**config.mk**
```make
export PLATFORM = sky130hd
export DESIGN_NAME = lrs_link_sel
export DESIGN_NICKNAME = d
export VERILOG_FILES = /design/src/rtl/lrs_pkg.sv /design/src/rtl/lrs_fit_cmp.sv /design/src/rtl/lrs_lane_walk.sv /design/src/rtl/lrs_rate_walk.sv /design/src/rtl/lrs_link_sel.sv
export SDC_FILE = /design/constraint.sdc
export NUM_CORES = 1
export LEC_CHECK = 0
export BUFFER_PORTS_ARGS = -buffer_cell sky130_fd_sc_hd__buf_2
export CAP_MARGIN = 20
export CORE_ASPECT_RATIO = 0.75
export CORE_UTILIZATION = 65
export CTS_BUF_LIST = sky130_fd_sc_hd__clkbuf_8
export DETAILED_ROUTE_END_ITERATION = 7
export PLACE_DENSITY = 0.85
export SYNTH_ARGS = -nofsm -noshare
export SYNTH_HDL_FRONTEND = slang
export SYNTH_SLANG_ARGS = --single-unit
```
**constraint.sdc**
```tcl
create_clock -name clk -period 14.28 [get_ports clk]
set_input_delay 2.856 -clock clk [delete_from_list [all_inputs] [get_ports clk]]
set_output_delay 2.856 -clock clk [all_outputs]
set_load 0.01 [all_outputs]
```
**src/rtl/lrs_pkg.sv**
```systemverilog
package lrs_pkg;

    localparam int PIX_W  = 20;
    localparam int BPC_W  = 4;
    localparam int BPP_W  = 6;
    localparam int RATE_W = 20;
    localparam int LANE_W = 6;
    localparam int CODE_W = 8;

    localparam logic [CODE_W-1:0] CODE_RBR  = 8'h06;
    localparam logic [CODE_W-1:0] CODE_HBR  = 8'h0A;
    localparam logic [CODE_W-1:0] CODE_HBR2 = 8'h14;

    localparam logic [RATE_W-1:0] KHZ_RBR  = RATE_W'(162000);
    localparam logic [RATE_W-1:0] KHZ_HBR  = RATE_W'(270000);
    localparam logic [RATE_W-1:0] KHZ_HBR2 = RATE_W'(540000);

    localparam int LANE_FIELD_W = 5;

    typedef enum logic [1:0] {
        STEP_RBR  = 2'd0,
        STEP_HBR  = 2'd1,
        STEP_HBR2 = 2'd2
    } rate_step_e;

    typedef struct packed {
        logic [PIX_W-1:0]  pix;
        logic [BPP_W-1:0]  bpp;
        logic [RATE_W-1:0] max_khz;
        logic [LANE_W-1:0] max_lanes;
        logic              hbr2;
        logic              bridge;
    } req_t;

    typedef struct packed {
        logic [LANE_W-1:0] lanes;
        logic [RATE_W-1:0] khz;
        logic [CODE_W-1:0] code;
        logic              too_high;
    } res_t;

    function automatic logic [BPP_W-1:0] bpp_of(input logic [BPC_W-1:0] bpc);
        if (bpc == '0) return BPP_W'(24);
        return BPP_W'(BPP_W'(bpc) * BPP_W'(3));
    endfunction

    function automatic logic [RATE_W-1:0] khz_of_code(input logic [CODE_W-1:0] code);
        case (code)
            CODE_HBR:  return KHZ_HBR;
            CODE_HBR2: return KHZ_HBR2;
            default:   return KHZ_RBR;
        endcase
    endfunction

    function automatic logic [CODE_W-1:0] code_of_khz(input logic [RATE_W-1:0] khz);
        case (khz)
            KHZ_HBR:  return CODE_HBR;
            KHZ_HBR2: return CODE_HBR2;
            default:  return CODE_RBR;
        endcase
    endfunction

    function automatic logic [LANE_W-1:0] lanes_of_cap(input logic [CODE_W-1:0] cap);
        return LANE_W'(cap[LANE_FIELD_W-1:0]);
    endfunction

endpackage

```
**src/rtl/lrs_fit_cmp.sv**
```systemverilog
module lrs_fit_cmp #(
    parameter int PIX_W  = 20,
    parameter int BPP_W  = 6,
    parameter int RATE_W = 20,
    parameter int LANE_W = 6
) (
    input  logic [PIX_W-1:0]  pix,
    input  logic [BPP_W-1:0]  bpp,
    input  logic [RATE_W-1:0] rate_khz,
    input  logic [LANE_W-1:0] lanes,
    output logic              fits
);
    localparam int DEM_W = PIX_W + BPP_W;
    localparam int SUP_W = RATE_W + LANE_W + 3;
    localparam int CMP_W = ((DEM_W > SUP_W) ? DEM_W : SUP_W) + 1;

    logic [CMP_W-1:0] demand;
    logic [CMP_W-1:0] supply;

    // Wide multiply-compare replaces the divide in rate*lanes*8/bpp
    always_comb begin
        demand = CMP_W'(pix) * CMP_W'(bpp);
        supply = (CMP_W'(rate_khz) * CMP_W'(lanes)) << 3;
        fits   = (demand <= supply);
    end
endmodule

```
**src/rtl/lrs_lane_walk.sv**
```systemverilog
module lrs_lane_walk #(
    parameter int PIX_W  = 20,
    parameter int BPP_W  = 6,
    parameter int RATE_W = 20,
    parameter int LANE_W = 6
) (
    input  logic              clk,
    input  logic              rst,
    input  logic              go,
    input  logic [PIX_W-1:0]  pix,
    input  logic [BPP_W-1:0]  bpp,
    input  logic [RATE_W-1:0] max_khz,
    input  logic [LANE_W-1:0] max_lanes,
    output logic [LANE_W-1:0] lanes,
    output logic              fin
);
    logic [LANE_W-1:0] lanes_q;
    logic              act_q;
    logic              fits_max;

    lrs_fit_cmp #(
        .PIX_W(PIX_W), .BPP_W(BPP_W), .RATE_W(RATE_W), .LANE_W(LANE_W)
    ) u_fit (
        .pix(pix), .bpp(bpp), .rate_khz(max_khz), .lanes(lanes_q), .fits(fits_max)
    );

    assign fin   = act_q && (fits_max || (lanes_q >= max_lanes));
    assign lanes = lanes_q;

    always_ff @(posedge clk) begin
        if (rst) begin
            lanes_q <= '0;
            act_q   <= 1'b0;
        end else if (go) begin
            lanes_q <= LANE_W'(1);
            act_q   <= 1'b1;
        end else if (act_q) begin
            if (fin) act_q <= 1'b0;
            else     lanes_q <= lanes_q << 1;
        end
    end


    lane_bound_chk: assert property (@(posedge clk) disable iff (rst)
        fin && (lanes_q > LANE_W'(1)) |-> ((lanes_q >> 1) < max_lanes));


    lane_step_chk: assert property (@(posedge clk) disable iff (rst)
        act_q && !fin && !go |=> lanes_q == ($past(lanes_q) << 1));
endmodule

```
**src/rtl/lrs_rate_walk.sv**
```systemverilog
module lrs_rate_walk
    import lrs_pkg::*;
#(
    parameter int PIX_W  = 20,
    parameter int BPP_W  = 6,
    parameter int RATE_W = 20,
    parameter int LANE_W = 6
) (
    input  logic              clk,
    input  logic              rst,
    input  logic              go,
    input  logic [PIX_W-1:0]  pix,
    input  logic [BPP_W-1:0]  bpp,
    input  logic [LANE_W-1:0] lanes,
    input  logic [RATE_W-1:0] max_khz,
    input  logic              hbr2,
    input  logic              bridge,
    output logic [RATE_W-1:0] khz,
    output logic              fin
);
    rate_step_e        step_q;
    logic              act_q;
    logic [RATE_W-1:0] cand_khz;
    logic              cand_fits;

    always_comb begin
        case (step_q)
            STEP_RBR:  cand_khz = KHZ_RBR;
            STEP_HBR:  cand_khz = KHZ_HBR;
            default:   cand_khz = KHZ_HBR2;
        endcase
    end

    lrs_fit_cmp #(
        .PIX_W(PIX_W), .BPP_W(BPP_W), .RATE_W(RATE_W), .LANE_W(LANE_W)
    ) u_fit (
        .pix(pix), .bpp(bpp), .rate_khz(cand_khz), .lanes(lanes), .fits(cand_fits)
    );

    always_comb begin
        fin = 1'b0;
        khz = cand_khz;
        if (act_q) begin
            if (bridge) begin
                fin = 1'b1;
                khz = KHZ_HBR;
            end else if (step_q == STEP_HBR2) begin
                fin = 1'b1;
                khz = (hbr2 && cand_fits) ? KHZ_HBR2 : max_khz;
            end else begin
                fin = cand_fits;
            end
        end
    end

    always_ff @(posedge clk) begin
        if (rst) begin
            step_q <= STEP_RBR;
            act_q  <= 1'b0;
        end else if (go) begin
            step_q <= STEP_RBR;
            act_q  <= 1'b1;
        end else if (act_q) begin
            if (fin) act_q <= 1'b0;
            else if (step_q == STEP_RBR) step_q <= STEP_HBR;
            else step_q <= STEP_HBR2;
        end
    end


    hbr2_gate_chk: assert property (@(posedge clk) disable iff (rst)
        fin && !hbr2 && (khz == KHZ_HBR2) |-> (max_khz == KHZ_HBR2));


    step_order_chk: assert property (@(posedge clk) disable iff (rst)
        act_q && !fin && !go |=> act_q && (step_q != STEP_RBR));
endmodule

```
**src/rtl/lrs_link_sel.sv**
```systemverilog
module lrs_link_sel
    import lrs_pkg::*;
(
    input  logic              clk,
    input  logic              rst,
    input  logic              start,
    input  logic [19:0]       pix_khz,
    input  logic [3:0]        bpc,
    input  logic [7:0]        cap_rate_code,
    input  logic [7:0]        cap_lane_byte,
    input  logic              hbr2_ok,
    input  logic              bridge,
    output logic              busy,
    output logic              done,
    output logic [5:0]        lane_cnt,
    output logic [19:0]       link_khz,
    output logic [7:0]        link_code,
    output logic              clk_too_high
);
    req_t              req_q;
    req_t              req_d;
    res_t              res_q;
    res_t              res_d;
    logic              busy_q;
    logic              done_q;
    logic              accept;
    logic              lane_fin;
    logic              rate_fin;
    logic [LANE_W-1:0] walk_lanes;
    logic [RATE_W-1:0] walk_khz;

    assign accept = start && !busy_q;

    always_comb begin
        req_d.pix       = pix_khz;
        req_d.bpp       = bpp_of(bpc);
        req_d.max_khz   = khz_of_code(cap_rate_code);
        req_d.max_lanes = lanes_of_cap(cap_lane_byte);
        req_d.hbr2      = hbr2_ok;
        req_d.bridge    = bridge;
    end

    lrs_lane_walk #(
        .PIX_W(PIX_W), .BPP_W(BPP_W), .RATE_W(RATE_W), .LANE_W(LANE_W)
    ) u_lanes (
        .clk(clk), .rst(rst), .go(accept),
        .pix(req_q.pix), .bpp(req_q.bpp),
        .max_khz(req_q.max_khz), .max_lanes(req_q.max_lanes),
        .lanes(walk_lanes), .fin(lane_fin)
    );

    lrs_rate_walk #(
        .PIX_W(PIX_W), .BPP_W(BPP_W), .RATE_W(RATE_W), .LANE_W(LANE_W)
    ) u_rates (
        .clk(clk), .rst(rst), .go(lane_fin),
        .pix(req_q.pix), .bpp(req_q.bpp), .lanes(walk_lanes),
        .max_khz(req_q.max_khz), .hbr2(req_q.hbr2), .bridge(req_q.bridge),
        .khz(walk_khz), .fin(rate_fin)
    );

    always_comb begin
        res_d.lanes    = walk_lanes;
        res_d.khz      = walk_khz;
        res_d.code     = code_of_khz(walk_khz);
        res_d.too_high = (walk_khz == KHZ_HBR2) && !req_q.hbr2;
    end

    always_ff @(posedge clk) begin
        if (rst) begin
            req_q  <= '0;
            res_q  <= '0;
            busy_q <= 1'b0;
            done_q <= 1'b0;
        end else begin
            done_q <= rate_fin;
            if (accept) begin
                req_q  <= req_d;
                busy_q <= 1'b1;
            end else if (rate_fin) begin
                busy_q <= 1'b0;
            end
            if (rate_fin) res_q <= res_d;
        end
    end

    assign busy         = busy_q;
    assign done         = done_q;
    assign lane_cnt     = res_q.lanes;
    assign link_khz     = res_q.khz;
    assign link_code    = res_q.code;
    assign clk_too_high = res_q.too_high;


    done_pulse_chk: assert property (@(posedge clk) disable iff (rst)
        done_q |=> !done_q);


    req_hold_chk: assert property (@(posedge clk) disable iff (rst)
        busy_q |=> $stable(req_q));


    out_hold_chk: assert property (@(posedge clk) disable iff (rst)
        !rate_fin |=> $stable(res_q));


    bridge_rate_chk: assert property (@(posedge clk) disable iff (rst)
        done_q && req_q.bridge |-> (link_khz == KHZ_HBR));


    code_pair_chk: assert property (@(posedge clk) disable iff (rst)
        done_q |-> ((link_code == CODE_RBR  && link_khz == KHZ_RBR) ||
                    (link_code == CODE_HBR  && link_khz == KHZ_HBR) ||
                    (link_code == CODE_HBR2 && link_khz == KHZ_HBR2)));


    lane_pow2_chk: assert property (@(posedge clk) disable iff (rst)
        done_q |-> ($countones(lane_cnt) == 1));
endmodule

```
======== Yosys cells after proc, flatten, opt, wreduce, memory -nomap -nowiden ========
Cells that the tools add are included.
operators by class
  order comparisons ....................... 3
  equality and inequality tests ........... 7
  multiplexer cells ....................... 25
  reductions and logical operators ........ 16
  multipliers ............................. 4
  bitwise logic cells ..................... 2
operators by type and width
  operator                                                                 count
  20-bit 2-to-1 mux                                                        4
  20-bit one-hot mux with 2 select lines                                   2
  20-bit by 6-bit multiplier with 26-bit output                            3
  26-bit by 29-bit <= comparator with 1-bit output                         2
  20-bit by 19-bit equality test with 1-bit output, second input constant  1
  20-bit equality test, second input constant                              1
  1-bit 2-to-1 mux                                                         15
  6-bit 2-to-1 mux                                                         2
  5-bit one-hot mux with 2 select lines                                    1
  8-bit by 4-bit equality test with 1-bit output, second input constant    1
  8-bit by 5-bit equality test with 1-bit output, second input constant    1
  6-bit by 5-bit >= comparator with 1-bit output                           1
  4-bit by 2-bit multiplier with 6-bit output, second input constant       1
  2-bit AND reduction                                                      3
  1-bit logical AND                                                        4
  4-bit zero test                                                          1
  2-bit nonzero test                                                       2
  2-bit OR reduction                                                       2
  2-bit by 1-bit equality test with 1-bit output, second input constant    1
  2-bit equality test, second input constant                               1
  1-bit zero test                                                          2
  2-bit zero test                                                          1
  2-bit 2-to-1 mux                                                         1
  2-bit inequality test, second input constant                             1
  2 further kinds                                                          3
word-level totals
  word-level logic and storage cells ...... 74
  output and inout bits ................... 37
  bits in registers ....................... 100
  bits of input ports ..................... 45

======== Logic depth before layout (Yosys ltp) ========
  word-level depth ........................ 11
  mapped depth ............................ 33
  gate-level depth less buffers ........... 31

======== Hierarchy ========
Synthesis repeated with hierarchy kept, for this count alone.
unflattened totals
  cell total of the unflattened synthesis .. 2,293
  area, all modules ....................... 19,337.3 µm²
by module, submodules not included
  module                        times used  sequential area each (µm²)  area an instance (µm²)  cells an instance
  lrs_fit_cmp at u_rates.u_fit  1           0.0                         7,906.3                 943
  lrs_fit_cmp at u_lanes.u_fit  1           0.0                         7,792.5                 928
  lrs_link_sel                  1           1,461.4                     2,825.2                 316
  lrs_lane_walk                 1           140.1                       421.7                   46
  lrs_rate_walk                 1           60.1                        391.6                   60

======== Worst setup path before layout ========
Ideal clock, no wire load.
  path type ............................... register to register
  from .................................... register req_q[28] (netlist name)
  to ...................................... register res_q, in the netlist lane_cnt[0]
  required time ........................... 14.152 ns
  clock period less this slack ............ 6.933 ns
  cell stages (with the launch flop) ...... 30
  path slack .............................. 7.347 ns
  data arrival time ....................... 6.806 ns
  setup time .............................. 0.128 ns
  buffers on the path ..................... 2
  cell sequence ........................... dfxtp_1 clkbuf_1 nand2_1 fa_1 fa_1 fa_1 inv_1 ha_1 a21o_1 a21oi_1 o21ai_0 a31oi_1 o21ai_0 or4b_2 nand2_1 o2111ai_1 a21oi_1 xor2_1 ha_1 nand2_1 nor4_1 o41ai_1 o2111ai_1 o21ai_0 a211oi_2 nand3_2 o31ai_4 buf_8 mux2i_1 nor2_1
on the way
  cells in the longest elaborated chain, start to end .. 5
ends and longest elaborated chain
  what                                              RTL line             source
  start, declared                                   lrs_link_sel.sv:20   req_t req_q;
  start signal, assigned                            lrs_link_sel.sv:77   req_q <= req_d;
  20-bit by 6-bit multiplier with 26-bit output     lrs_fit_cmp.sv:22    demand = CMP_W'(pix) * CMP_W'(bpp);
  26-bit by 29-bit <= comparator with 1-bit output  lrs_fit_cmp.sv:24    fits = (demand <= supply);
  1-bit 2-to-1 mux                                  lrs_rate_walk.sv:47  end else if (step_q == STEP_HBR2) begin
  1-bit 2-to-1 mux                                  lrs_rate_walk.sv:44  if (bridge) begin
  1-bit 2-to-1 mux                                  lrs_rate_walk.sv:43  if (act_q) begin
  end signal, assigned                              lrs_link_sel.sv:82   if (rate_fin) res_q <= res_d;
  end, declared                                     lrs_link_sel.sv:22   res_t res_q;
Every way passes these cells.
A chain may end at the register's enable or synchronous reset.

======== Worst setup path after layout ========
  from .................................... register u_rates.step_q[0]
  to ...................................... register res_q, in the netlist link_code[2]
on the way
  cells in the longest elaborated chain, start to end .. 11
  elaborated cells between the ends (all ways) .. 17
  classes of those cells .................. mul (1); order compare (1); eq/ne (4); mux (9); reduce/logical (2)
ends and longest elaborated chain
  what                                                                                             RTL line             source
  start, declared                                                                                  lrs_rate_walk.sv:21  rate_step_e step_q;
  start signal, assigned                                                                           lrs_rate_walk.sv:58  step_q <= STEP_RBR;
  start signal, assigned                                                                           lrs_rate_walk.sv:61  step_q <= STEP_RBR;
  start signal, assigned                                                                           lrs_rate_walk.sv:65  else if (step_q == STEP_RBR) step_q <= STEP_HBR;
  2-bit by 1-bit equality test with 1-bit output / 2-bit zero test (equally long branches)         lrs_rate_walk.sv:27  case (step_q)
  20-bit one-hot mux with 2 select lines                                                           lrs_rate_walk.sv:27
  20-bit by 6-bit multiplier with 26-bit output                                                    lrs_fit_cmp.sv:23    supply = (CMP_W'(rate_khz) * CMP_W'(lanes)) << 3;
  26-bit by 29-bit <= comparator with 1-bit output                                                 lrs_fit_cmp.sv:24
  1-bit logical AND                                                                                lrs_rate_walk.sv:49  khz = (hbr2 && cand_fits) ? KHZ_HBR2 : max_khz;
  20-bit 2-to-1 mux                                                                                lrs_rate_walk.sv:49
  20-bit 2-to-1 mux                                                                                lrs_rate_walk.sv:47
  20-bit 2-to-1 mux                                                                                lrs_rate_walk.sv:44
  20-bit 2-to-1 mux                                                                                lrs_rate_walk.sv:43
  20-bit equality test / 20-bit by 19-bit equality test with 1-bit output (equally long branches)  lrs_pkg.sv:56        case (khz)
  5-bit one-hot mux with 2 select lines                                                            lrs_pkg.sv:56
Several ways; a longest one is shown, not always the timed one.

==> flow_results.org <==
** Status
- Run status :: completed

** Placement
- Final HPWL from detailed placement :: 24100 um
- Before CTS, the worst setup slack after placement is 5.21 ns.
- At the end of routability-driven placement, the weighted congestion stood at 0.979.
- Input/output buffers :: 68
- Area after detailed placement :: 0.0127 mm^2

** Worst setup path
- CP bufs+invs :: 3
- CP Launch Point :: u_rates.step_q[0]
- STA classifies the critical path startpoint as a flop.
- The largest individual stage delay along the critical path comes from the cell sky130_fd_sc_hd__dfxtp_1.
- CP delay by family, top :: compound AO/OA/AOI/OAI gates
- Worst setup path category :: flop to flop
- Required time reported for the critical path endpoint :: 14.54 ns
- The critical path runs through a total of 30 cells.
- WP data arrival :: 9.32 ns
- The startpoint identified for the worst register-to-register timing path is u_rates.step_q[0].
- The worst register-to-register path ends at link_code[2].
- Across all register-to-register paths, the minimum setup slack is 5.22 ns.
- Worst reg2reg path depth :: 30
- Along the worst path, the maximum fanout reaches 15.
- Last element of the critical path :: link_code[2]
- On the worst path, the slowest cell contributes a delay of 0.73 ns.
- STA classifies the critical path endpoint as a flop.

** Timing
- Worst Tran Pin Value :: 0.961 ns
- Worst setup slack after layout :: 5.22 ns
- Rel. slew slack :: 0.358
- Final critical delay including setup and external delays :: 9.06 ns
- In the finished design, the share of the clock period the worst path needs comes to 0.634.
- Worst Skew :: 0.0156 ns
- The hold violation count in the final report was 0.
- Hold is met by 0.461 ns.
- Final number of max-transition violations :: 0
- Setup violations remaining at the end of the flow were counted as 0.
- In the final timing run, aggregate negative setup slack is 0 ns.
- RSZ-0062 raised after global routing :: false
- Derived from the worst setup path, the maximum achievable clock frequency is 110 MHz.

** Synthesis
- Post-synth EDFFs :: 0
- Main flop type after synthesis :: sky130_fd_sc_hd__dfxtp_1
- Async S/R FF share, synth :: 0
- Main area contributors after synthesis :: sky130_fd_sc_hd__fa_1, sky130_fd_sc_hd__ha_1, sky130_fd_sc_hd__dfxtp_1
- Count of synthesis-stage warnings from yosys :: 0
- Cell with the most instances after synthesis :: sky130_fd_sc_hd__inv_1
- Counting instances in the post-synthesis netlist gives the leading cell types as sky130_fd_sc_hd__inv_1, sky130_fd_sc_hd__nand2_1, sky130_fd_sc_hd__fa_1.
- Post-synthesis cell type with the largest combined area :: sky130_fd_sc_hd__fa_1
- Synthesis instantiated 72 different standard cells from the library.
- Syn Inst Count :: 1476
- Area of the mapped netlist :: 0.0123 mm^2
- Share of the synthesized area in the top cell type :: 0.263
- Of the synthesized area, sequential elements account for 0.114.
- Synthesis inferred 70 register bits.
- In this run the mean area of a mapped cell was 8.34 um^2.

** Clocking
- The number of setup buffers added after CTS is 0.
- Total CTS buffers :: 9
- The tree is rooted in a sky130_fd_sc_hd__clkbuf_8.
- Number of levels in the clock H-tree :: 3
- The clock passes through at most 2 buffers.
- At the later pin of the worst-skew pair, clock insertion delay measures 0.36 ns.
- Clock-pin slew was measured on the worst setup and hold paths at 0.09 ns.
- CTS tree :: done
- Clock Sink Count :: 70
- Post-cts sizing count :: 0
- Hold-fix buffers, CTS :: 0

** Detailed routing
- Post-detailed-route count of antenna-violating nets :: 0
- Total vias in the final route :: 10193
- The detailed router finished its first iteration with 825 violations.
- First drt pass iteration count :: 6
- The routed design has 29100 um of wire.
- DRC violation count after routing :: 0
- In the routed layout, each cell is associated on average with a via count of 5.80.
- Post-DR wirelength/cell :: 16.6 um

** Pwr
- For this design the total switching power over the nets is 237 uW.
- Overall power of the completed layout :: 636 uW
- Static power due to leakage :: 6.88 nW
- The share of total power dissipated in combinational logic is 0.343.
- Worst supply voltage drop on vdd :: 0.0000709 V
- The share of total power dissipated in sequential elements is 0.365.
- Fraction of power spent switching nets :: 0.373
- Cell-internal power :: 399 uW
- For this design the ratio of total power to cell area is 49.2 mW/mm^2.
- The share of total power dissipated in the clock network is 0.292.

** Floorplanning
- Initial core utilization :: 0.665
- Die height :: 121 um
- Width of the die :: 161 um
- The region available for standard cell placement spans 0.0185 mm^2.
- Row count :: 43
- Die area :: 0.0195 mm^2
- Ports placed on the boundary :: 82

** Hold path
- Hold wc startpoint :: req_q[4]
- Min-delay worst type :: flop to flop

** Finish
- Final Net Count :: 1873
- Registers take 0.00140 mm^2.
- From synthesis to final layout, the design area changed by 5.09%.
- Filler instances :: 1404
- Ratio of cells with drive above 1 in the final layout :: 0.0768
- Multi-input logic area :: 0.00970 mm^2
- The repair_antennas step left the layout with diodes totalling 0.
- After routing the design area is 0.0129 mm^2.

** Global routing
- The first global-routing pass estimated 48700 um of wire.
- Maximum number of pins on one net before global-route repair :: 68
- Across every metal layer, demand over resource in global routing totals 0.315.
- Remaining global-route overflow :: 0
- The number of global-route vias before repair came to 10107.
- Initial antenna violation count :: 0

** Job
- Max-capacitance violation count :: 0
-- worst min-delay path by stage --
stage,to,slack [ns],cells past startpoint
floorplan,req_q[3],0.44,2
global placement,req_q[6],0.44,2
detailed placement,link_code[4],0.45,2
CTS,link_code[4],0.46,2
global route,link_khz[17],0.49,2
finish,req_q[4],0.46,2
-- worst register-to-register path: cells and delay by family, from the launching register on --
kind,cells,cell delay [ns]
flops,1,0.73
buf+inv,3,0.48
xor+xnor,1,0.31
simple gates,7,1.93
compound gates,14,3.44
fa+ha+maj,5,2.06
-- metal layers --
metal / global-route usage / up-vias / wire length, um
met5: 0 / - / 0
met1: 0.442 / 4885 / 12700
li1: - / 4796 / -
met2: 0.491 / 463 / 12800
met4: 0.0890 / 0 / 614
met3: 0.0680 / 49 / 2930
-- sequential cells by signal (all words and copies together) (netlist names) --
signal and cells:
done 1, link_code 4, req_q 40, u_lanes.lanes 6, clk_too_high 1, u_rates.act_q 1, lane_cnt 6, link_khz 7
u_lanes.act_q 1, busy 1, u_rates.step_q 2
-- cell usage in the layout, fill, tap and decap left out, types with 10 or more instances in the layout --
master / n
sky130_fd_sc_hd__a21oi_1: 106
sky130_fd_sc_hd__and2_1: 102
sky130_fd_sc_hd__xor2_1: 21
sky130_fd_sc_hd__ha_1: 161
sky130_fd_sc_hd__nand3_1: 18
sky130_fd_sc_hd__nand2b_1: 17
sky130_fd_sc_hd__fa_1: 162
sky130_fd_sc_hd__nor2_1: 83
sky130_fd_sc_hd__inv_1: 244
sky130_fd_sc_hd__o21a_1: 13
sky130_fd_sc_hd__nor3_1: 15
sky130_fd_sc_hd__dfxtp_1: 70
sky130_fd_sc_hd__clkbuf_8: 10
sky130_fd_sc_hd__buf_2: 68
sky130_fd_sc_hd__nand2_1: 181
sky130_fd_sc_hd__mux2i_1: 14
sky130_fd_sc_hd__conb_1: 10
sky130_fd_sc_hd__xnor2_1: 25
sky130_fd_sc_hd__o21ai_0: 39
sky130_fd_sc_hd__a21o_1: 21
-- stage by stage --
stage | std cells | util
after CTS | 1756 | 0.698
after detailed placement | 1740 | 0.686
after floorplan | 1485 | -
final | 1757 | 0.699
after global routing | 1757 | 0.699
after global placement | 1740 | 0.686
-- cell families (layout without fill, tap and decap cells) --
family | after synthesis | after routing | share of synthesized area
mux | 15 | 15 | 0.0123
simple gates | 469 | 469 | 0.185
other cells | 1 | 10 | 0.000305
fa+ha+maj | 323 | 323 | 0.427
flops | 70 | 70 | 0.114
buf+inv | 308 | 333 | 0.102
compound gates | 244 | 244 | 0.127
xor+xnor | 46 | 46 | 0.0327
-- power groups by stage --
stage                     Clock (mW)  Combinational (mW)  Sequential, mW
after floorplan                    0               0.168           0.221
final                          0.186               0.218           0.232
after global routing           0.197               0.243           0.234
after global placement             0               0.203           0.235
after CTS                      0.188               0.214           0.231
after detailed placement           0               0.212           0.235
-- area by class of cell --
type | instances | share of cell area
multi-input cells | 1107 | 0.749
inverters | 244 | 0.0708
flip-flops and latches | 70 | 0.108
clock inverters | 6 | 0.00716
repair buffers | 73 | 0.0298
well taps | 247 | 0.0239
clock buffers | 10 | 0.0106
(Power assumes the default switching activity.)
